`src/rtl/pcm_pkg.sv`:
```
package pcm_pkg;

    // Which plane supplies the colour of a pixel.
    typedef enum logic {
        SRC_PALETTE = 1'b0,
        SRC_DIRECT  = 1'b1
    } src_sel_e;

    // Default geometry of one pixel triple.
    localparam int unsigned DEF_IDX_W  = 8;
    localparam int unsigned DEF_CHAN_W = 8;
    localparam int unsigned DEF_WORD_W = 32;
    localparam int unsigned DEF_CODE_W = 8;

endpackage

```
`src/rtl/pcm_mode_decode.sv`:
```
// Decodes the per-pixel colour source from the control word.
module pcm_mode_decode #(
    parameter int unsigned WORD_W           = pcm_pkg::DEF_WORD_W,
    parameter int unsigned CODE_W           = pcm_pkg::DEF_CODE_W,
    parameter logic [CODE_W-1:0] DIRECT_CODE = 8'h03,
    parameter bit          HAS_DIRECT_PLANE = 1'b1
) (
    input  logic [WORD_W-1:0] ctrl_word,
    input  logic              index_only,
    output pcm_pkg::src_sel_e sel
);
    import pcm_pkg::*;

    localparam int unsigned CODE_LSB = WORD_W - CODE_W;

    generate
        if (HAS_DIRECT_PLANE) begin : g_dual
            logic [CODE_W-1:0] code;
            logic              unused_low;

            assign code       = ctrl_word[WORD_W-1:CODE_LSB];
            assign unused_low = ^ctrl_word[CODE_LSB-1:0];

            always_comb begin
                sel = SRC_PALETTE;
                if (!index_only && (code == DIRECT_CODE)) begin
                    sel = SRC_DIRECT;
                end
            end
        end else begin : g_index_only
            // Build without direct plane: control plane is absent.
            logic unused_cfg;
            assign unused_cfg = ^{ctrl_word, index_only};
            assign sel        = SRC_PALETTE;
        end
    endgenerate

endmodule

```
`src/rtl/pcm_req_stage.sv`:
```
// First stage: accepts a pixel, issues the palette read, holds the
// direct colour and source choice while the palette answers.
module pcm_req_stage #(
    parameter int unsigned IDX_W = pcm_pkg::DEF_IDX_W,
    parameter int unsigned RGB_W = 3 * pcm_pkg::DEF_CHAN_W
) (
    input  logic              clk,
    input  logic              rst_n,
    input  logic              in_valid,
    output logic              in_ready,
    input  logic [IDX_W-1:0]  in_index,
    input  logic [RGB_W-1:0]  in_rgb,
    input  pcm_pkg::src_sel_e in_sel,
    input  logic              in_sol,
    input  logic              in_eol,
    output logic              pal_rd_en,
    output logic [IDX_W-1:0]  pal_rd_addr,
    output logic              hold_valid,
    output pcm_pkg::src_sel_e hold_sel,
    output logic [RGB_W-1:0]  hold_rgb,
    output logic              hold_sol,
    output logic              hold_eol,
    input  logic              hold_take
);
    import pcm_pkg::*;

    typedef struct packed {
        logic             vld;
        src_sel_e         sel;
        logic [RGB_W-1:0] rgb;
        logic             sol;
        logic             eol;
    } hold_t;

    hold_t hold_d, hold_q;
    logic  accept;

    always_comb begin
        hold_d   = hold_q;
        in_ready = !hold_q.vld || hold_take;
        accept   = in_valid && in_ready;
        if (hold_take) begin
            hold_d.vld = 1'b0;
        end
        if (accept) begin
            hold_d.vld = 1'b1;
            hold_d.sel = in_sel;
            hold_d.rgb = in_rgb;
            hold_d.sol = in_sol;
            hold_d.eol = in_eol;
        end
    end

    always_ff @(posedge clk) begin
        if (!rst_n) begin
            hold_q <= '0;
        end else begin
            hold_q <= hold_d;
        end
    end

    // Read is issued only on acceptance, so the palette data stays put
    // until this stage hands its pixel on.
    assign pal_rd_en   = accept;
    assign pal_rd_addr = in_index;

    assign hold_valid = hold_q.vld;
    assign hold_sel   = hold_q.sel;
    assign hold_rgb   = hold_q.rgb;
    assign hold_sol   = hold_q.sol;
    assign hold_eol   = hold_q.eol;

endmodule

```
`src/rtl/pcm_out_stage.sv`:
```
// Second stage: picks the colour source and holds the output pixel
// under backpressure.
module pcm_out_stage #(
    parameter int unsigned RGB_W = 3 * pcm_pkg::DEF_CHAN_W
) (
    input  logic              clk,
    input  logic              rst_n,
    input  logic              hold_valid,
    input  pcm_pkg::src_sel_e hold_sel,
    input  logic [RGB_W-1:0]  hold_rgb,
    input  logic              hold_sol,
    input  logic              hold_eol,
    output logic              hold_take,
    input  logic [RGB_W-1:0]  pal_rd_data,
    output logic              out_valid,
    input  logic              out_ready,
    output logic [RGB_W-1:0]  out_rgb,
    output logic              out_sol,
    output logic              out_eol
);
    import pcm_pkg::*;

    typedef struct packed {
        logic             vld;
        logic [RGB_W-1:0] rgb;
        logic             sol;
        logic             eol;
    } pix_t;

    pix_t pix_d, pix_q;
    logic [RGB_W-1:0] colour;

    always_comb begin
        colour    = (hold_sel == SRC_DIRECT) ? hold_rgb : pal_rd_data;
        hold_take = hold_valid && (!pix_q.vld || out_ready);
        pix_d     = pix_q;
        if (pix_q.vld && out_ready) begin
            pix_d.vld = 1'b0;
        end
        if (hold_take) begin
            pix_d.vld = 1'b1;
            pix_d.rgb = colour;
            pix_d.sol = hold_sol;
            pix_d.eol = hold_eol;
        end
    end

    always_ff @(posedge clk) begin
        if (!rst_n) begin
            pix_q <= '0;
        end else begin
            pix_q <= pix_d;
        end
    end

    assign out_valid = pix_q.vld;
    assign out_rgb   = pix_q.rgb;
    assign out_sol   = pix_q.sol;
    assign out_eol   = pix_q.eol;

endmodule

```
`src/rtl/pix_colour_merge.sv`:
```
module pix_colour_merge #(
    parameter int unsigned IDX_W            = pcm_pkg::DEF_IDX_W,
    parameter int unsigned CHAN_W           = pcm_pkg::DEF_CHAN_W,
    parameter int unsigned WORD_W           = pcm_pkg::DEF_WORD_W,
    parameter int unsigned CODE_W           = pcm_pkg::DEF_CODE_W,
    parameter logic [CODE_W-1:0] DIRECT_CODE = 8'h03,
    parameter bit          HAS_DIRECT_PLANE = 1'b1,
    localparam int unsigned RGB_W           = 3 * CHAN_W
) (
    input  logic              clk,
    input  logic              rst_n,
    input  logic              cfg_index_only,
    input  logic              in_valid,
    output logic              in_ready,
    input  logic [IDX_W-1:0]  in_index,
    input  logic [WORD_W-1:0] in_direct,
    input  logic [WORD_W-1:0] in_ctrl,
    input  logic              in_sol,
    input  logic              in_eol,
    output logic              pal_rd_en,
    output logic [IDX_W-1:0]  pal_rd_addr,
    input  logic [RGB_W-1:0]  pal_rd_data,
    output logic              out_valid,
    input  logic              out_ready,
    output logic [RGB_W-1:0]  out_rgb,
    output logic              out_sol,
    output logic              out_eol
);
    import pcm_pkg::*;

    src_sel_e         in_sel;
    logic             hold_valid;
    src_sel_e         hold_sel;
    logic [RGB_W-1:0] hold_rgb;
    logic             hold_sol;
    logic             hold_eol;
    logic             hold_take;
    logic             unused_top;

    // Top byte of the direct word carries no colour.
    assign unused_top = ^in_direct[WORD_W-1:RGB_W];

    pcm_mode_decode #(
        .WORD_W          (WORD_W),
        .CODE_W          (CODE_W),
        .DIRECT_CODE     (DIRECT_CODE),
        .HAS_DIRECT_PLANE(HAS_DIRECT_PLANE)
    ) u_decode (
        .ctrl_word (in_ctrl),
        .index_only(cfg_index_only),
        .sel       (in_sel)
    );

    pcm_req_stage #(
        .IDX_W(IDX_W),
        .RGB_W(RGB_W)
    ) u_req (
        .clk        (clk),
        .rst_n      (rst_n),
        .in_valid   (in_valid),
        .in_ready   (in_ready),
        .in_index   (in_index),
        .in_rgb     (in_direct[RGB_W-1:0]),
        .in_sel     (in_sel),
        .in_sol     (in_sol),
        .in_eol     (in_eol),
        .pal_rd_en  (pal_rd_en),
        .pal_rd_addr(pal_rd_addr),
        .hold_valid (hold_valid),
        .hold_sel   (hold_sel),
        .hold_rgb   (hold_rgb),
        .hold_sol   (hold_sol),
        .hold_eol   (hold_eol),
        .hold_take  (hold_take)
    );

    pcm_out_stage #(
        .RGB_W(RGB_W)
    ) u_out (
        .clk        (clk),
        .rst_n      (rst_n),
        .hold_valid (hold_valid),
        .hold_sel   (hold_sel),
        .hold_rgb   (hold_rgb),
        .hold_sol   (hold_sol),
        .hold_eol   (hold_eol),
        .hold_take  (hold_take),
        .pal_rd_data(pal_rd_data),
        .out_valid  (out_valid),
        .out_ready  (out_ready),
        .out_rgb    (out_rgb),
        .out_sol    (out_sol),
        .out_eol    (out_eol)
    );

endmodule

```
`config.mk`:
```
export PLATFORM = sky130hd
export DESIGN_NAME = pix_colour_merge
export DESIGN_NICKNAME = d
export VERILOG_FILES = /design/src/rtl/pcm_pkg.sv /design/src/rtl/pcm_mode_decode.sv /design/src/rtl/pcm_req_stage.sv /design/src/rtl/pcm_out_stage.sv /design/src/rtl/pix_colour_merge.sv
export SDC_FILE = /design/constraint.sdc
export NUM_CORES = 1
export LEC_CHECK = 0
export BUFFER_PORTS_ARGS = -buffer_cell sky130_fd_sc_hd__buf_2
export CAP_MARGIN = 20
export CORE_MARGIN = 5
export CORE_UTILIZATION = 44
export CTS_CLUSTER_SIZE = 30
export DETAILED_ROUTE_END_ITERATION = 7
export PLACE_DENSITY_LB_ADDON = 0.25
export SLEW_MARGIN = 10
export SYNTH_ARGS = -nofsm -noshare
export SYNTH_HDL_FRONTEND = slang
export SYNTH_HIERARCHICAL = 1
export SYNTH_SLANG_ARGS = --single-unit
```
`constraint.sdc`:
```
create_clock -name clk -period 1.7 [get_ports clk]
set_input_delay 0.255 -clock clk [delete_from_list [all_inputs] [get_ports clk]]
set_output_delay 0.255 -clock clk [all_outputs]
set_load 0.03 [all_outputs]
```
==> flow_metrics.tcl, run 1 <==
set metrics [dict create \
    status "finished clean" \
    antennaDiodeCount 0 \
    gp_congestion 0.751 \
    dieHeight_um 85.4 \
    cts-buffers-inserted 5 \
    yosys.area.top_type_share_pct 44.0 \
    synth_edf_count 0 \
    layout-drive-gt1-share_pct 44.1 \
    core_mm2 0.00551 \
    p_clk_share_pct 28.7 \
    synth-seq-cells 55 \
    yosysWarningCount 6 \
    ys_seq_area_share_pct 44.0 \
    holdWs_ns 0.198 \
    grt_pass1_vias 1888 \
    finalHoldViolCount 0 \
    clock_latency_ns 0.29 \
    ios 140 \
    finalSetupViolCount 0 \
    dr.first_iter.drc_count 64 \
    rsz0062_at_grt "no" \
    netlist_top_cells_count "nand2_1 (56), dfxtp_1 (55), mux2i_1 (51), o2bb2ai_2 (20), buf_4 (11)" \
    synth_area_leaders "dfxtp_1 (44%), mux2i_1 (20%), o2bb2ai_2 (12%)" \
    grt_pass1_wl_um 8940 \
    place_area_mm2 0.00295 \
    ys_types 22 \
    total_power_w 0.00264 \
    ir_worst_vdd_uv 356 \
    startpoint_type "flip-flop" \
    dieArea_mm2 0.00729 \
    cap_viol_max_count 0 \
    p_int_w 0.00195 \
    async_flop_share_pct 0 \
    slew_headroom_pct 77.5 \
    worstSetupPathType "reg2out" \
    cellLeakagePower_nw 1.36 \
    clock_sinks 55 \
    holdBufCountCts 0 \
    cts_buffer_depth 2 \
    grt.overflow.total 0 \
    numPortBuffers 91 \
    cts_tree "yes" \
    dp_hpwl_um 4030 \
    grt_max_degree 26 \
    crit_fanout 6 \
    avgSynthCellArea_um2 11.0 \
    die_w_um 85.4 \
    yosysTopAreaCell "dfxtp_1" \
    min-delay-path-class "in2reg" \
    clk_pin_slew_ns 0.09 \
    setup_tns_ns 0 \
    fin_worst_skew_ns 0.00751 \
    wl_um 5500 \
    grt.total_usage_pct 15.2 \
    cp.arrival_ns 1.37 \
    swShare_pct 26.2 \
    wl_per_cell_um 14.2 \
    seqPwrFrac_pct 53.7 \
    cellPowerDensity_mw_per_mm2 859 \
    synthesis.nets 330 \
    viasPerCell 4.95 \
    worstMarginPinSlew_ns 0.338 \
    cp.required_ns 1.44 \
    vias 1916 \
    comb_power_share_pct 17.7 \
    firstDrtPassIters 4 \
    filler_cell_count 521 \
    synthToLayoutAreaGrowth_pct 23.0 \
    antenna_found_initial 0 \
    place_inst 376 \
    p_sw_w 0.000693 \
    yosys_most_used_dff "dfxtp_1" \
    fin_crit_sh_pct 95.5 \
    num_rows 27 \
    cts_max_level 2 \
    antenna_left 0 \
    fin_crit_ns 1.62 \
    initial_core_util_pct 45.4 \
    synthCells 227 \
    maxClockFrequency_mhz 616 \
    maxSlewViolCount 0 \
    syn_area_mm2 0.00250 \
    drc 0 \
    fin_nets 417 \
    cp-end-kind "output pin" \
    stdcell_area_mm2 0.00308 \
    fin_cells 387 \
    yosysMostFrequentCell "nand2_1" \
    cts-root-buf "clkbuf_8" \
]
[final timing paths]
path	from	endpoint	slack (ns)	depth (start not counted)
max	u_out/out_valid$_SDFFE_PN0P_	pal_rd_en	0.08	5
min	in_direct[2]	u_req/hold_rgb[2]$_SDFFE_PN0P_	0.20	3
max reg2reg	u_out/out_valid$_SDFFE_PN0P_	u_req/hold_rgb[20]$_SDFFE_PN0P_	0.19	7
min reg2reg	u_req/hold_rgb[7]$_SDFFE_PN0P_	u_req/hold_rgb[7]$_SDFFE_PN0P_	0.46	2
[sequential cells by signal (all words and copies together), names as in the netlist]
register,flops
u_req/hold_sel,1
u_out/out_rgb,24
u_req/hold_sol,1
u_req/hold_eol,1
u_out/out_valid,1
u_out/out_sol,1
u_out/out_eol,1
u_req/hold_rgb,24
u_req/hold_valid,1
[per-layer routing]
metal  GRT usage [%]  vias up  routed length [um]
li1                -      948                   -
met1            19.3      899                2390
met2            24.7       67                2620
met3            5.63        2                 472
met4            3.31        0                  19
met5               0        -                   0
[power by group through the flow]
stage / sequential [W] / combinational, W / clock, W
global placement: 0.00145 / 0.000454 / 0
detailed placement: 0.00145 / 0.000463 / 0
finish: 0.00142 / 0.000468 / 0.000757
CTS: 0.00142 / 0.000470 / 0.000793
floorplan: 0.00152 / 0.000274 / 0
global route: 0.00143 / 0.000505 / 0.000852
[placed cells by master (no fill, tap or decap), types with 4 or more instances in the layout]
| cell type | Yosys | final |
|---|---|---|
| buf_2 | 4 | 90 |
| buf_4 | 11 | 12 |
| clkbuf_8 | 0 | 7 |
| dfxtp_1 | 55 | 54 |
| mux2i_1 | 51 | 51 |
| nand2_1 | 56 | 56 |
| o2bb2ai_1 | 4 | 4 |
| o2bb2ai_2 | 20 | 20 |
[cell type report]
type / count / area [um2] / area share [%]
clock buffer: 8 / 100 / 3.25
inverter: 2 / 7.51 / 0.244
multi-input combinational: 146 / 1190 / 38.9
sequential: 55 / 1100 / 35.8
tap: 72 / 90.1 / 2.93
timing repair buffer: 104 / 581 / 18.9
[critical path: stages (launching register included)]
cell and delay [ns]:
dfxtp_2 0.36, nand2b_4 0.09, and2_4 0.17, nand2b_4 0.14, and2_4 0.15, buf_4 0.17
[metrics by stage]
| stage | util [%] | setup WS, ns |
|---|---|---|
| floorplan | - | 0.0810 |
| global placement | 53.5 | 0.147 |
| detailed placement | 53.5 | 0.128 |
| CTS | 55.7 | 0.0283 |
| global route | 55.9 | 0.00540 |
| finish | 55.9 | 0.0757 |
[timing repair]
item,in CTS,in global routing
pin swaps,1,0
setup endpoints to repair,1,1
setup buffers,2,1
gates resized for setup,1,1
[cells by family after synthesis]
kind of cell / Yosys count / synth area share (%)
buf+inv: 26 / 8.30
compound gates: 29 / 15.2
simple gates: 66 / 12.1
flops: 55 / 44.0
mux: 51 / 20.4
Power figures use the tool's default switching activity.
==> inputs of run 2 (changes only) <==
--- a/config.mk
+++ b/config.mk
@@ -12,8 +12,6 @@
 export CTS_CLUSTER_SIZE = 30
 export DETAILED_ROUTE_END_ITERATION = 7
 export PLACE_DENSITY_LB_ADDON = 0.25
-export SLEW_MARGIN = 10
 export SYNTH_ARGS = -nofsm -noshare
 export SYNTH_HDL_FRONTEND = slang
-export SYNTH_HIERARCHICAL = 1
 export SYNTH_SLANG_ARGS = --single-unit
==> run 2 against run 1 <==
Critical path type unchanged. First-iteration DRC count rose by 25%. Clock power fell by 8.6%. Via count rose by 12%. Power fell by 3.6%. Largest power group unchanged. Wire length rose by 15%. Sequential power barely moved. Register-to-register slack improved by 0.16 ns. The run now ends with negative setup slack left. Sequential share of layout area rose by 0.96 points. Hold slack got worse by 0.017 ns.
==> flow_metrics.tcl, run 2 <==
set metrics [dict create \
    firstDrtPassIters 4 \
    synth_compound_area_share_pct 25.6 \
    vias 2139 \
    antennaDiodeCount 0 \
    avgSynthCellArea_um2 9.39 \
    finalHoldViolCount 0 \
    grt_util_met3_pct 4.08 \
    netlist_top_cells_count "dfxtp_1 (55), a21oi_1 (44), o21ai_0 (26), a211oi_1 (24), mux2i_1 (24)" \
    path_cells "and3b_1 -> inv_4 -> buf_2" \
    core_mm2 0.00551 \
    worstMarginPinSlew_ns 0.367 \
    cellPowerDensity_mw_per_mm2 851 \
    layout-drive-gt1-share_pct 39.1 \
    fin_worst_skew_ns 0.00489 \
    cts_resized 0 \
    slew_headroom_pct 75.6 \
    num_rows 27 \
    ys_seq_area_share_pct 44.4 \
    yosys.area_share.simple_pct 10.1 \
    synth-seq-cells 55 \
    synth_edf_count 0 \
    fin_nets 440 \
    p_sw_w 0.000720 \
    yosysTopAreaCell "dfxtp_1" \
    synthCells 264 \
    synth_xor_area_share_pct 0 \
    async_flop_share_pct 0 \
    crit_buf_inv 2 \
    dieArea_mm2 0.00724 \
    wl_um 6330 \
    maxSlewViolCount 0 \
    grt.overflow.total 0 \
    layout_common_cells "buf_2 (91), dfxtp_1 (55), a21oi_1 (44), o21ai_0 (26)" \
    cts-buffers-inserted 5 \
    mostFrequentLayoutCell "buf_2" \
    synthesis.nets 367 \
    maxClockFrequency_mhz 587 \
    ys_types 25 \
    holdBufCountCts 0 \
    initial_core_util_pct 45.0 \
    grt.busiest_layer "met2" \
    synth-adder-area-share_pct 0 \
    viasPerCell 5.22 \
    grt.total_usage_pct 17.7 \
    violations "negative setup slack" \
    synth_area_leaders "dfxtp_1 (44%), mux2i_1 (9.7%), a21oi_1 (8.9%)" \
    rsz0062_at_grt "yes" \
    grt_max_degree 55 \
    cts_max_level 2 \
    synthToLayoutAreaGrowth_pct 20.6 \
    antenna_left 0 \
    grt_pass1_wl_um 10500 \
    gp_congestion 0.832 \
    post_cts_buffers 0 \
    met2_usage_pct 28.6 \
    cap_viol_max_count 0 \
    dieHeight_um 85.1 \
    drc 0 \
    filler_cell_count 538 \
    cpMaxStageDelayCell "dfxtp_1" \
    antenna_found_initial 0 \
    p_int_w 0.00183 \
    yosys.area.top_type_share_pct 44.4 \
    clock_sinks 55 \
    synth.mux.area_fraction_pct 9.69 \
    dp_hpwl_um 4440 \
    cp.arrival_ns 1.45 \
    slowest_delay_ns 0.35 \
    status "finished with violations" \
    numPortBuffers 91 \
    finalSetupViolCount 1 \
    fin_crit_sh_pct 100 \
    clock_latency_ns 0.30 \
    seqPwrFrac_pct 55.3 \
    fin_ws_ns -0.00222 \
    fin_crit_ns 1.70 \
    die_w_um 85.1 \
    comb_power_share_pct 17.6 \
    min-delay-path-class "in2reg" \
    yosysWarningCount 0 \
    fin_cells 410 \
    clk_pin_slew_ns 0.10 \
    yosys_most_used_dff "dfxtp_1" \
    total_power_w 0.00255 \
    multiInputGateArea_mm2 0.00113 \
    grt_pass1_vias 2253 \
    cellLeakagePower_nw 1.21 \
    crit_family "buffers and inverters" \
    p_clk_share_pct 27.2 \
    synth_top_family_by_area "compound AO/OA/AOI/OAI gates" \
    crit_fanout 29 \
    yosysMostFrequentCell "dfxtp_1" \
    wl_per_cell_um 15.4 \
    cts-root-buf "clkbuf_8" \
    ios 140 \
    cts_tree "yes" \
    dr.first_iter.drc_count 80 \
    syn_area_mm2 0.00248 \
    grt_util_met1_pct 22.7 \
    cts_buffer_depth 2 \
    regArea_mm2 0.00110 \
    place_inst 402 \
    worstSetupPathType "reg2out" \
    cp.required_ns 1.44 \
    startpoint_type "flip-flop" \
    cp-end-kind "output pin" \
    ir_worst_vdd_uv 464 \
    swShare_pct 28.3 \
]
==> run 2: layer usage <==
layer	up-vias	part of all wire (%)
met5	-	0
met4	0	1.5
met3	8	6.3
met2	62	47
met1	974	45
li1	1095	-
==> run 2: power groups by stage <==
| stage | clock network, W | registers, W | logic (W) |
|---|---|---|---|
| 6_report | 0.000692 | 0.00141 | 0.000448 |
| 5_1_grt | 0.000762 | 0.00142 | 0.000492 |
| 4_1_cts | 0.000712 | 0.00141 | 0.000451 |
| 3_5_place_dp | 0 | 0.00144 | 0.000451 |
| 3_3_place_gp | 0 | 0.00144 | 0.000446 |
| 2_1_floorplan | 0 | 0.00151 | 0.000235 |
==> run 2: cell type report <==
cell class | instances | share of cell area [%]
Multi-Input combinational cell | 170 | 37.7
Sequential cell | 55 | 36.8
Timing Repair Buffer | 101 | 19.1
Tap cell | 72 | 3.01
Clock buffer | 5 | 2.30
Inverter | 4 | 0.586
Clock inverter | 3 | 0.502
==> run 2: final timing paths <==
check | to | depth (start not counted) | startpoint | slack (ns)
worst min-delay path | u_req.hold_rgb[11]$_SDFFE_PN0P_ | 3 | in_direct[11] | 0.18
worst min register to register | u_out.out_eol$_SDFFE_PN0P_ | 2 | u_req.hold_eol$_SDFFE_PN0P_ | 0.47
worst max-delay path | in_ready | 3 | u_out.out_valid$_SDFFE_PN0P_ | -0.002
worst max register to register | u_out.out_rgb[5]$_SDFFE_PN0P_ | 5 | u_req.hold_valid$_SDFFE_PN0P_ | 0.35
==> run 2: kinds of logic (layout without fill, tap and decap cells) <==
family | count (synthesis) | after routing
AOI/OAI and AO/OA | 107 | 107
buffers and inverters | 39 | 113
DFF | 55 | 55
muxes | 24 | 24
and+or+nand+nor | 39 | 39
==> run 2: worst reg2reg max path: cells and delay by family (launching register included) <==
family / cells / cell delay, ns
AO/OA/AOI/OAI: 1 / 0.09
buffers and inverters: 3 / 0.63
AND/OR/NAND/NOR: 1 / 0.17
flip-flops: 1 / 0.34
==> run 2: through the flow <==
stage          hold WS, ns   TNS, ns  area (um2)  util (%)  setup slack [ns]
6_report             0.181  -0.00222        2990      54.3          -0.00222
5_1_grt              0.169   -0.0718        2990      54.3           -0.0549
4_1_cts              0.170         0        2990      54.3           0.00586
3_5_place_dp         0.462         0        2900      52.7             0.293
3_3_place_gp         0.453         0        2900      52.7             0.304
2_1_floorplan        0.386         0        2480         -             0.108
==> inputs of run 3 (changes only) <==
--- a/config.mk
+++ b/config.mk
@@ -5,6 +5,7 @@
 export SDC_FILE = /design/constraint.sdc
 export NUM_CORES = 1
 export LEC_CHECK = 0
+export ABC_CLOCK_PERIOD_IN_PS = 1700
 export BUFFER_PORTS_ARGS = -buffer_cell sky130_fd_sc_hd__buf_2
 export CAP_MARGIN = 20
 export CORE_MARGIN = 5
@@ -12,6 +13,7 @@
 export CTS_CLUSTER_SIZE = 30
 export DETAILED_ROUTE_END_ITERATION = 7
 export PLACE_DENSITY_LB_ADDON = 0.25
+export SETUP_SLACK_MARGIN = 0.3
 export SYNTH_ARGS = -nofsm -noshare
 export SYNTH_HDL_FRONTEND = slang
 export SYNTH_SLANG_ARGS = --single-unit
==> run 3 against run 2 <==
The run now ends clean. Sequential power is essentially flat. Critical path depth grew 1. Setup slack gained 0.19 ns. Power grew 6.4%. Design area grew 5.8%. Clock-buffer cell count grew 1. Critical endpoint is now pal_rd_en. Highest routed layer unchanged.
==> flow_metrics.tcl, run 3 (synthesis results as in run 2) <==
set metrics [dict create \
    ios 140 \
    cts-root-buf "clkbuf_8" \
    holdBufCountCts 0 \
    dp_hpwl_um 4350 \
    antenna_left 0 \
    hp-start "in_direct[6]" \
    swShare_pct 26.7 \
    regArea_mm2 0.00110 \
    seqPwrFrac_pct 52.0 \
    die_w_um 85.1 \
    num_rows 27 \
    core_mm2 0.00551 \
    filler_cell_count 534 \
    antenna_found_initial 0 \
    cellLeakagePower_nw 1.27 \
    cp.arrival_ns 1.26 \
    rsz0062_at_grt "yes" \
    dieHeight_um 85.1 \
    ir_worst_vdd_uv 378 \
    fin_crit_ns 1.51 \
    status "finished clean" \
    maxSlewViolCount 0 \
    regToRegStartpoint "u_req.hold_valid$_SDFFE_PN0P_" \
    synthToLayoutAreaGrowth_pct 27.6 \
    cts_buffer_depth 2 \
    wl_per_cell_um 16.1 \
    p_clk_share_pct 30.4 \
    drc 0 \
    finalSetupViolCount 0 \
    grt_max_degree 55 \
    fin_worst_skew_ns 0.00830 \
    place_inst 402 \
    gp_congestion 0.816 \
    p_int_w 0.00199 \
    slew_headroom_pct 76.6 \
    fin_cells 417 \
    fin_ws_ns 0.185 \
    grt.overflow.total 0 \
    viasPerCell 5.35 \
    total_power_w 0.00271 \
    clock_sinks 55 \
    antennaDiodeCount 0 \
    p_sw_w 0.000723 \
    dr.first_iter.drc_count 104 \
    vias 2230 \
    cap_viol_max_count 0 \
    clk_pin_slew_ns 0.09 \
    mostFrequentLayoutCell "buf_2" \
    fin_crit_sh_pct 89.1 \
    cts_tree "yes" \
    initial_core_util_pct 45.0 \
    min-delay-path-class "in2reg" \
    grt.total_usage_pct 18.0 \
    finalHoldViolCount 0 \
    startpoint_type "flip-flop" \
    firstDrtPassIters 4 \
    multiInputGateArea_mm2 0.00121 \
    comb_power_share_pct 17.6 \
    cellPowerDensity_mw_per_mm2 857 \
    fin_nets 448 \
    wl_um 6720 \
    clock_latency_ns 0.30 \
    worstSetupPathType "reg2out" \
    startpoint "u_req.hold_valid$_SDFFE_PN0P_" \
    dieArea_mm2 0.00724 \
    layout_common_cells "buf_2 (89), dfxtp_1 (53), a21oi_1 (44), mux2i_1 (24), a211oi_1 (24)" \
    maxClockFrequency_mhz 660 \
    cp.required_ns 1.44 \
    numPortBuffers 91 \
    cts-buffers-inserted 5 \
    cp-end-kind "output pin" \
    crit_fanout 3 \
    grt_pass1_vias 2259 \
    grt_pass1_wl_um 10600 \
    worstMarginPinSlew_ns 0.351 \
    setup_tns_ns 0 \
    layout-drive-gt1-share_pct 44.9 \
    cts_max_level 2 \
    dpl_worst_slack_ns 0.113 \
]
-- run 3: metal layers --
metal,share of wire [%],global-route usage (%),wire length (um)
met5,0,0,0
met4,0.92,5.18,62
met3,5.9,4.47,399
met2,47,28.4,3180
met1,46,24.3,3080
-- run 3: repair_timing --
item,4_1_cts,5_1_grt
setup buffers,3,3
resized for setup,10,41
pin swaps,1,3
cloned,0,2
setup endpoints to repair,26,46
-- run 3: worst max-delay path: stages, from the launching register on --
cell and delay (ns):
dfxtp_2 0.32, and3b_2 0.27, buf_8 0.15, nor2_4 0.08
buf_6 0.14
-- run 3: area by class of cell --
cell class | instances | area share (%)
Tap cell | 72 | 2.85
Clock buffer | 6 | 2.29
Timing Repair Buffer | 107 | 19.7
Sequential cell | 55 | 34.9
Timing Repair inverter | 1 | 0.277
Multi-Input combinational cell | 171 | 38.2
Clock inverter | 1 | 0.949
Inverter | 4 | 0.870
-- run 3: final timing paths --
check / end / slack (ns) / cells past startpoint
min: u_req.hold_rgb[6]$_SDFFE_PN0P_ / 0.18 / 3
max reg2reg: u_req.hold_rgb[1]$_SDFFE_PN0P_ / 0.30 / 6
min reg2reg: u_req.hold_rgb[2]$_SDFFE_PN0P_ / 0.47 / 2
max: pal_rd_en / 0.19 / 4
-- run 3: per-stage QoR --
| stage | hold WS, ns | area, um2 | util (%) |
|---|---|---|---|
| final | 0.182 | 3160 | 57.5 |
| after floorplan | 0.386 | 2490 | - |
| after global placement | 0.453 | 2890 | 52.4 |
| after CTS | 0.178 | 3040 | 55.2 |
| after global routing | 0.177 | 3160 | 57.5 |
| after detailed placement | 0.461 | 2890 | 52.4 |
-- run 3: power by group through the flow --
| stage | Clock [W] | Combinational [W] | Sequential (W) |
|---|---|---|---|
| finish | 0.000823 | 0.000477 | 0.00141 |
| global route | 0.000903 | 0.000519 | 0.00142 |
| CTS | 0.000844 | 0.000457 | 0.00141 |
| detailed placement | 0 | 0.000448 | 0.00144 |
| global placement | 0 | 0.000442 | 0.00144 |
| floorplan | 0 | 0.000237 | 0.00151 |
